### config.mk
export PLATFORM = sky130hd
export DESIGN_NAME = port_change_irq
export DESIGN_NICKNAME = d
export VERILOG_FILES = /design/src/rtl/pcd_pkg.sv /design/src/rtl/pcd_clear_qual.sv /design/src/rtl/pcd_diff.sv /design/src/rtl/port_change_irq.sv
export SDC_FILE = /design/constraint.sdc
export NUM_CORES = 1
export LEC_CHECK = 0
export BUFFER_PORTS_ARGS = -buffer_cell sky130_fd_sc_hd__clkbuf_2
export CELL_PAD_IN_SITES_DETAIL_PLACEMENT = 2
export CELL_PAD_IN_SITES_GLOBAL_PLACEMENT = 2
export CORE_UTILIZATION = 34
export CTS_BUF_LIST = sky130_fd_sc_hd__clkbuf_4 sky130_fd_sc_hd__clkbuf_8 sky130_fd_sc_hd__clkbuf_16
export DETAILED_ROUTE_END_ITERATION = 8
export PLACE_DENSITY = 0.83
export SYNTH_ARGS = -nofsm -noshare
export SYNTH_HDL_FRONTEND = slang
export SYNTH_SLANG_ARGS = --single-unit
### constraint.sdc
create_clock -name clk -period 1.2 [get_ports clk]
set_input_delay 0.36 -clock clk [delete_from_list [all_inputs] [get_ports clk]]
set_output_delay 0.36 -clock clk [all_outputs]
set_load 0.05 [all_outputs]
### src/rtl/pcd_pkg.sv
package pcd_pkg;

    localparam int unsigned PCD_W = 16;

    typedef struct packed {
        logic [PCD_W-1:0] snap;
        logic             irq_n;
    } pcd_state_t;

endpackage

### src/rtl/pcd_clear_qual.sv
// Turns the two acknowledge strobes into one snapshot-load enable.
// A strobe counts only while the hit qualifier marks this device.
module pcd_clear_qual (
    input  logic rd_ack_stb,
    input  logic wr_ack_stb,
    input  logic acc_hit,
    output logic load_en
);
    logic any_stb;

    always_comb begin
        any_stb = rd_ack_stb | wr_ack_stb;
        load_en = any_stb & acc_hit;
    end
endmodule

### src/rtl/pcd_diff.sv
// Compares each port level with its reference bit and gives the
// per-bit mismatch vector and its OR.
module pcd_diff #(
    parameter int unsigned W = 16
) (
    input  logic [W-1:0] lvl,
    input  logic [W-1:0] ref_v,
    output logic [W-1:0] diff_vec,
    output logic         any_diff
);
    genvar gi;
    generate
        for (gi = 0; gi < W; gi++) begin : g_bit
            assign diff_vec[gi] = lvl[gi] ^ ref_v[gi];
        end
    endgenerate

    assign any_diff = |diff_vec;
endmodule

### src/rtl/port_change_irq.sv
module port_change_irq
    import pcd_pkg::*;
(
    input  logic             clk,
    input  logic             rst_n,
    input  logic [PCD_W-1:0] port_lvl,
    input  logic             rd_ack_stb,
    input  logic             wr_ack_stb,
    input  logic             acc_hit,
    output logic             irq_n
);
    localparam logic [PCD_W-1:0] SNAP_RST = {PCD_W{1'b1}};

    pcd_state_t       st_d, st_q;
    logic             load_en;
    logic [PCD_W-1:0] snap_nxt;
    logic [PCD_W-1:0] diff_vec;
    logic             any_diff;

    pcd_clear_qual u_qual (
        .rd_ack_stb (rd_ack_stb),
        .wr_ack_stb (wr_ack_stb),
        .acc_hit    (acc_hit),
        .load_en    (load_en)
    );

    // Reference seen by the comparator: the levels being captured on a load
    always_comb begin
        snap_nxt = load_en ? port_lvl : st_q.snap;
    end

    pcd_diff #(.W(PCD_W)) u_diff (
        .lvl      (port_lvl),
        .ref_v    (snap_nxt),
        .diff_vec (diff_vec),
        .any_diff (any_diff)
    );

    always_comb begin
        st_d       = st_q;
        st_d.snap  = snap_nxt;
        st_d.irq_n = ~any_diff;
    end

    always_ff @(posedge clk or negedge rst_n) begin
        if (!rst_n) begin
            st_q.snap  <= SNAP_RST;
            st_q.irq_n <= 1'b1;
        end else begin
            st_q <= st_d;
        end
    end

    assign irq_n = st_q.irq_n;
endmodule

==> results of run 1 <==
[metal layers]
layer  vias to the layer above  wire (um)
met5                         -          0
met4                         0         29
met3                         4         78
met2                        13        882
met1                       267        644
li1                        249          -
[power by group]
group	internal [mW]	total, mW	switching [mW]
Clock	0.152	0.332	0.180
Sequential	0.703	0.756	0.0532
Combinational	0.176	0.305	0.129
Total	1.03	1.39	0.362
[kinds of logic (layout without fill, tap and decap cells)]
| family | Yosys count | count (layout) | share of synthesized area, % |
|---|---|---|---|
| DFF | 17 | 17 | 51.2 |
| buffers and inverters | 1 | 27 | 2.30 |
| AOI/OAI and AO/OA | 1 | 1 | 1.87 |
| and+or+nand+nor | 6 | 6 | 4.02 |
| muxes | 16 | 16 | 24.5 |
| xor gates and xnor gates | 16 | 16 | 16.1 |
[how the worst max path moves through the flow]
stage | start | endpoint | slack (ns) | cells after the start
3_5_place_dp | wr_ack_stb | st_q[1] | -0.05 | 4
5_1_grt | irq_n | irq_n | -0.18 | 1
3_3_place_gp | wr_ack_stb | st_q[5] | -0.02 | 4
6_report | irq_n | irq_n | -0.14 | 1
2_1_floorplan | wr_ack_stb | st_q[10] | 0.04 | 3
4_1_cts | irq_n | irq_n | -0.18 | 1
[through the flow]
stage | hold WS [ns] | instances | TNS, ns | area [sq um] | worst slack (ns)
final | 0.276 | 111 | -0.142 | 1070 | -0.142
after global routing | 0.305 | 111 | -0.253 | 1070 | -0.182
after CTS | 0.279 | 111 | -0.218 | 1060 | -0.179
after floorplan | 0.212 | 57 | 0 | 872 | 0.0413
after detailed placement | 0.616 | 107 | -0.354 | 1020 | -0.0468
after global placement | 0.613 | 107 | -0.166 | 1020 | -0.0230
[layout by cell type, fill, tap and decap left out]
cell,n
buf_8,1
mux2_4,9
nand4_1,1
clkbuf_4,4
xor2_1,16
dfstp_2,17
nor4_2,2
clkbuf_2,20
mux2_2,7
buf_12,1
nor4_1,2
o21ai_4,1
buf_4,1
nand2_1,1
[sequential cells by signal (all words and copies together) (netlist names)]
register  flops
st_q         16
irq_n         1
[repair_timing]
item | 4_1_cts | 5_1_grt
hold buffers | 0 | 0
setup endpoints to repair | 2 | 2
pin swaps | 4 | 2
resized for setup | 3 | 2
[area by class of cell]
cell class,instances,area (sq um)
fillers,247,1250
multi-input cells,39,418
repair buffers,23,143
flip-flops and latches,17,447
clock buffers,4,30.0
well taps,28,35.0
==> impl_results.md, run 1 <==
- ANT cells: 0
- CTS tree: yes
- # nets final: 105
- Worst clock skew: 0.00534 ns
- Initial antenna violation count: 0
- Worst r2r src: st_q[11]
- Via/cell ratio: 4.80
- Layout cells sized above 1: 75.9%
- Leading cell types by count after synthesis: 17 x dfstp_2, 16 x xor2_1, 9 x mux2_4, 7 x mux2_2, 4 x nor4_1
- Per-cell routed wire length: 14.7 um
- Largest net degree at the start of global routing: 18
- R2R Setup Slk: 0 ns
- Headroom to the max-slew limit: 71.9%
- Share of synthesized registers carrying an async set or reset: 100%
- Met2 Track Usage GR: 25.1%
- Most common cell in the synthesized netlist: dfstp_2
- CP Class: flip-flop to output port
- Reg-to-reg endpoint: irq_n
- EDFF count, synth: 0
- PortBufs: 21
- H-tree levels: 1
- Critical path, cell by cell: buf_8
- Setup Buffers After CTS: 0
- CTS Sinks: 17
- CTS Buffer Depth: 2
- Largest area contributor in the netlist: dfstp_2
- CP max stage delay: 0.55 ns
- First-pass GRT wire length: 2.75 mm
- I/O pin total: 22
- Netlist cell types: 9
- RSZ-0062 raised after global routing: true
- Min-Delay Path Class: primary input to async pin
- Finish-stage setup viols: 1
- Clock-pin slew on the worst setup and hold paths: 0.10 ns
- Final WL: 1.63 mm
- CTS Root Cell: clkbuf_4
- Cell Area, Synth: 872 sq um
- R2R cell count: 4
- Final setup margin: -0.142 ns
- Post-Syn Nets: 78
- Main flop type after synthesis: dfstp_2
- Type of element launching the critical path: flip-flop
- Fmax: 745 MHz
- Gr busiest metal: met2
- Family with the most delay on the worst path: flip-flops
- Detailed Place HPWL: 1.25 mm
- Grt met3 use: 6.09%
- Die Height: 52.6 um
- Layout area overhead: 23.0%
- Synth top area cells: dfstp_2 51%, xor2_1 16%, mux2_4 15%, mux2_2 9.0%, nor4_1 2.9%
- Sequential share of the synthesized area: 51.2%
- Worst-Margin Slew: 0.422 ns
- Violated checks: setup timing
- Post-route DRC: 0
- First-pass DRT Iterations: 1
- P_leak: 0.488 nW
- Crit path buf inv count: 1
- Die Area: 2770 sq um
- Total GRT Usage: 14.9%
- Post-synth top area share: 51.2%
- Total congestion overflow: 0
- Row count: 17
- Total Power: 1.39 mW
- Final Core Density: 46.2%
- Worst setup EP type: output port
- Status: finished, violations left
- Synth Instances: 57
- Die outline width: 52.6 um
- Final GP Congestion: 0.650
- Yosys warnings: 0
- Vias in the first global route: 602
- Cts bufs inserted: 3
- #FFs+latches synth: 17
- Initial core utilization: 37.6%
- Max-cap violations: 0
- Final period utilization: 112%
- Post-route ant nets: 0
- CORE AREA: 2320 sq um
- Slowest CP cell: dfstp_2
- Tmin final: 1.34 ns
- Fin. max-slew vios: 0
- Worst vdd ir: 0.000725 V
- Final hold viol count: 0
- Clk Latency, worst-skew pair: 0.30 ns
- CP Data Arrival Time: 0.98 ns
- GR Layer Usage met1: 16.1%
- Crit-path max FO: 1
- Initial drt markers: 0
- Post-Syn Area per Cell: 15.3 sq um
- DR vias: 533
- PD cells: 1300 nW/um^2
- Worst EP required: 0.84 ns
(Power assumes the default switching activity.)
==> inputs of run 2 (changes only) <==
CELL_PAD_IN_SITES_DETAIL_PLACEMENT = default   (was 2)
CELL_PAD_IN_SITES_GLOBAL_PLACEMENT = default   (was 2)
CORE_UTILIZATION = 50   (was 34)
PLACE_DENSITY = 0.84   (was 0.83)
RECOVER_POWER = 100   (was default)
clock period = 1.5 ns   (was 1.2 ns; I/O delays follow)
==> run 2 against run 1 <==
Effect of this change: the run ends with DRC left; core utilization rose by 16 points; setup slack better by 0.17 ns; final cell count fell by 12%; worst hold slack better by 0.13 ns; largest power group unchanged; non-clock buffer count fell by 1; global-route usage up 2.1 points; die area is 31% lower; critical path depth is the same; cell area down 9.3%; power is 26% lower.
==> impl_results.md, run 2 (synthesis gave the netlist of run 1 again) <==
- Fmax: 681 MHz
- Headroom to the max-slew limit: 44.6% (-27 points)
- Area post-placement: 997 sq um (-2.2%)
- Worst EP required: 1.05 ns (+0.21 ns)
- Die Area: 1920 sq um (-31%)
- CP max stage delay: 0.52 ns (-0.03 ns)
- Die outline width: 43.8 um (-17%)
- Worst vdd ir: 0.000531 V (-27%)
- Cts bufs inserted: 3 (unchanged)
- Final period utilization: 97.9%
- First-pass GRT wire length: 2.28 mm (-17%)
- Via/cell ratio: 5.14 (+7.1%)
- Slowest CP cell: dfstp_2
- CTS Buffer Depth: 2 (unchanged)
- Worst-Margin Slew: 0.832 ns (+0.410 ns)
- Crit path buf inv count: 1 (unchanged)
- Worst clock skew: 0.00606 ns (+0.000720 ns)
- Die Height: 43.8 um (-17%)
- Max-cap violations: 0 (unchanged)
- Min-Delay Path Class: primary input to flip-flop
- Final WL: 1.29 mm (-21%)
- Type of element launching the critical path: flip-flop
- Violated checks: DRC
- Worst setup EP type: output port
- Crit-path max FO: 1 (unchanged)
- PD cells: 1070 nW/um^2 (-18%)
- CTS Sinks: 17 (unchanged)
- Final hold viol count: 0 (unchanged)
- # nets final: 104 (-0.95%)
- Row count: 14 (-3)
- CTS Root Cell: clkbuf_4
- Total congestion overflow: 0 (unchanged)
- Initial drt markers: 5 (+5)
- Largest net degree at the start of global routing: 18 (unchanged)
- CTS tree: yes
- Layout cells sized above 1: 59.8% (-16 points)
- Tmin final: 1.47 ns
- Critical path, cell by cell: clkbuf_4
- Post-route ant nets: 0 (unchanged)
- Multi-input gate area: 364 sq um (-13%)
- Most frequent cells in the layout: 20 x clkbuf_2, 16 x xor2_1, 16 x dfstp_2, 8 x mux2_1, 7 x mux2_2
- Finish-stage setup viols: 0 (-1)
- Post-route DRC: 1 (+1)
- RSZ-0062 raised after global routing: false
- Max reg flops: 16 (unchanged)
- Vias in the first global route: 546 (-9.3%)
- Final GP Congestion: 0.640 (-1.5%)
- Clock-pin slew on the worst setup and hold paths: 0.09 ns (about the same)
- Fin. max-slew vios: 0 (unchanged)
- Per-cell routed wire length: 13.2 um (-10%)
- Status: finished, violations left
- Reg with most FFs: st_q
- H-tree levels: 1 (unchanged)
- Commonest non-fill, non-tap cell in the layout: clkbuf_2
- Clk Latency, worst-skew pair: 0.28 ns (-0.02 ns)
- ANT cells: 0 (unchanged)
- Layout area overhead: 11.5%
- I/O pin total: 22 (unchanged)
- Largest registers: st_q x16, irq_n x1
- Family with the most delay on the worst path: flip-flops
- Initial core utilization: 55.9% (+18 points)
- Sum of negative setup slack: 0 ns (+0.142 ns)
- CP Data Arrival Time: 1.02 ns (+0.04 ns)
- Initial antenna violation count: 0 (unchanged)
- CP Class: flip-flop to output port
- Hold Worst Slack: 0.410 ns (+0.134 ns)
- P_leak: 0.432 nW (-11%)
- CORE AREA: 1560 sq um (-33%)
- First-pass DRT Iterations: 6 (+5)
- DR vias: 504 (-5.4%)
- Total GRT Usage: 16.9% (+2.1 points)
- Fill cell count: 142 (-43%)
- FF/Latch Area: 447 sq um (unchanged)
- Design Area, Final: 972 sq um (-9.3%)
- PortBufs: 21 (unchanged)
-- run 2: cell types whose count changed in the layout (fill, tap and decap cells not counted), moves of 2 or more --
cell	previous run	this run
nor4_2	2	0
mux2_1	0	8
nor4_1	2	4
mux2_4	9	1
-- run 2: area by class of cell --
type | instances | area share, %
Multi-Input combinational cell | 39 | 37.5
Tap cell | 16 | 2.06
Clock buffer | 4 | 3.09
Sequential cell | 17 | 45.9
Timing Repair Buffer | 22 | 11.5
-- run 2: path summary, 6_finish.rpt --
check / startpoint / endpoint / slack [ns] / cells past startpoint
max: irq_n / irq_n / 0.03 / 1
min: port_lvl[7] / st_q[8] / 0.41 / 2
max reg2reg: st_q[13] / irq_n / 0.30 / 4
min reg2reg: st_q[6] / st_q[6] / 0.63 / 1
max in group asynchronous: rst_n / st_q[3] / 0.82 / 1
min in group asynchronous: rst_n / st_q[15] / 0.64 / 1
-- run 2: repair_timing --
| item | 4_1_cts | 5_1_grt |
|---|---|---|
| endpoints found under the setup margin | 1 | 0 |
| buffers inserted | 0 | 0 |
| hold buffers | 0 | 0 |
| resized for setup | 1 | 0 |
-- run 2: report_power, final --
group / total, mW / leakage [nW] / switching [mW] / internal, mW
combinational: 0.187 / 0.236 / 0.0843 / 0.102
sequential: 0.599 / 0.178 / 0.0389 / 0.561
clock: 0.251 / 0.0184 / 0.130 / 0.121
total: 1.04 / 0.432 / 0.253 / 0.784
-- run 2: through the flow --
stage                     power [mW]  util (%)  setup WS, ns  std cells
after floorplan                0.760         -         0.251         57
after global placement         0.822      64.0         0.191         94
after detailed placement       0.835      64.0         0.161         94
after CTS                       1.09      66.1        0.0217         98
after global routing            1.10      62.4     0.0000284         98
final                           1.04      62.4        0.0320         98
-- run 2: layer usage --
metal	vias up	track usage, %	wire length [um]	part of all wire [%]
met4	0	11.3	15	1.2
met2	9	29.3	702	54
met3	2	2.50	37	2.9
li1	246	-	-	-
met1	247	19.1	537	42
met5	-	0	0	0
==> inputs of run 3 (changes only) <==
clock period = 1.6 ns   (was 1.5 ns; I/O delays follow)
==> run 3 against run 2 <==
Effect of this change: the run still ends with DRC left; combinational power shrank 7%; die area is the same; via count grew 0.99%; largest power group unchanged.
==> impl_results.md, run 3 (synthesis gave the netlist of run 1 again) <==
- Final GP Congestion: 0.640 (unchanged)
- Critical path, cell by cell: clkbuf_2
- CTS resizes: 0 (-1)
- CP Class: flip-flop to output port
- Total congestion overflow: 0 (unchanged)
- Reg with most FFs: st_q
- Final setup margin: 0.0562 ns (+0.0242 ns)
- Most frequent cells in the layout: 21 x clkbuf_2, 16 x xor2_1, 16 x dfstp_2, 8 x mux2_1, 7 x mux2_2
- Initial core utilization: 55.9% (unchanged)
- Worst r2r src: st_q[2]
- Final period utilization: 96.5%
- CTS Sinks: 17 (unchanged)
- Die outline width: 43.8 um (unchanged)
- Row count: 14 (unchanged)
- Crit-path max FO: 1 (unchanged)
- Min-delay src: port_lvl[7]
- Grt met3 use: 3.75% (+1.2 points)
- Fill cell count: 145 (+2.1%)
- Tmin final: 1.54 ns
- Post-route ant nets: 0 (unchanged)
- H-tree levels: 1 (unchanged)
- CTS tree: yes
- Max reg flops: 16 (unchanged)
- Crit path buf inv count: 1 (unchanged)
- Total GRT Usage: 16.8% (-0.088 points)
- Worst-Margin Slew: 0.842 ns (+0.0100 ns)
- Die Area: 1920 sq um (unchanged)
- Commonest non-fill, non-tap cell in the layout: clkbuf_2
- Pre-CTS setup slack: 0.231 ns (+0.0695 ns)
- Die Height: 43.8 um (unchanged)
- Initial antenna violation count: 0 (unchanged)
- Per-cell routed wire length: 13.3 um (+0.54%)
- Hold_buf cts: 0 (unchanged)
- Status: finished, violations left
- Headroom to the max-slew limit: 43.9% (-0.67 points)
- Cts bufs inserted: 3 (unchanged)
- Final hold viol count: 0 (unchanged)
- Finish-stage setup viols: 0 (unchanged)
- Type of element launching the critical path: flip-flop
- ANT cells: 0 (unchanged)
- RSZ-0062 raised after global routing: false
- Min-Delay Path Class: primary input to flip-flop
- Met2 Track Usage GR: 28.4% (-0.90 points)
- First-pass GRT wire length: 2.28 mm (unchanged)
- Fmax: 648 MHz
- P_leak: 0.432 nW (about the same)
- # nets final: 104 (unchanged)
- Worst setup EP type: output port
- Clock-pin slew on the worst setup and hold paths: 0.09 ns (about the same)
- First-pass DRT Iterations: 5 (-1)
- Setup Buffers After CTS: 0 (unchanged)
- CTS Buffer Depth: 2 (unchanged)
- Clk Latency, worst-skew pair: 0.28 ns (about the same)
- Max-cap violations: 0 (unchanged)
- Gr busiest metal: met2
- Layout area overhead: 11.2%
- CP max stage delay: 0.52 ns (about the same)
- Fin. max-slew vios: 0 (unchanged)
- Worst EP required: 1.12 ns (+0.07 ns)
- Largest net degree at the start of global routing: 18 (unchanged)
- Worst clock skew: 0.00328 ns (-0.00278 ns)
- DR vias: 509 (+0.99%)
- Vias in the first global route: 537 (-1.6%)
- I/O pin total: 22 (unchanged)
- CORE AREA: 1560 sq um (unchanged)
- PortBufs: 21 (unchanged)
- Final WL: 1.30 mm (+0.54%)
- Critical path launch point: irq_n
- CTS Root Cell: clkbuf_4
- GR Layer Usage met1: 19.7% (+0.54 points)
- PD cells: 1000 nW/um^2 (-6.2%)
- Slowest CP cell: dfstp_2
- Violated checks: DRC
- CP Data Arrival Time: 1.06 ns (+0.04 ns)
- Largest registers: st_q x16, irq_n x1
- Post-route DRC: 1 (unchanged)
- Worst vdd ir: 0.000680 V (+28%)
- Layout cells sized above 1: 59.8% (unchanged)
- Sum of negative setup slack: 0 ns (unchanged)
- Family with the most delay on the worst path: flip-flops
- Via/cell ratio: 5.19 (+0.99%)
- Initial drt markers: 4 (-1)
## run 3: changes by cell type in the layout (fill, tap and decap cells not counted)
cell	change
clkbuf_2	+1
clkbuf_4	-1
## run 3: worst paths after layout
path,end,slack (ns),depth (start not counted)
min reg2reg,st_q[4],0.63,1
min,st_q[8],0.44,2
max,irq_n,0.06,1
max in group asynchronous,st_q[3],0.88,1
max reg2reg,irq_n,0.40,4
min in group asynchronous,st_q[15],0.68,1
## run 3: area by class of cell
type	count	area [sq um]	share of cell area [%]
timing repair buffer	22	109	11.2
clock buffer	4	30.0	3.10
tap	16	20.0	2.06
sequential	17	447	46.1
multi-input combinational	39	364	37.5
## run 3: power breakdown
group / internal (mW) / switching (mW) / total [mW]
logic: 0.0950 / 0.0792 / 0.174
registers: 0.525 / 0.0366 / 0.562
clock network: 0.114 / 0.120 / 0.234
total: 0.734 / 0.236 / 0.970
## run 3: layer usage
layer	part of all wire, %	routed length (um)	vias to the layer above
met1	42	550	250
met5	0	0	-
li1	-	-	248
met2	53	694	9
met3	3.4	44	2
met4	0.69	9	0
## run 3: through the flow
step	cell area [sq um]	instances	total power, mW	utilization, %	hold slack [ns]
final	970	98	0.970	62.2	0.438
after global routing	970	98	1.03	62.2	0.428
after CTS	1030	98	1.02	65.9	0.407
after detailed placement	997	94	0.783	64.0	0.614
after global placement	997	94	0.771	64.0	0.612
after floorplan	872	57	0.712	-	0.332
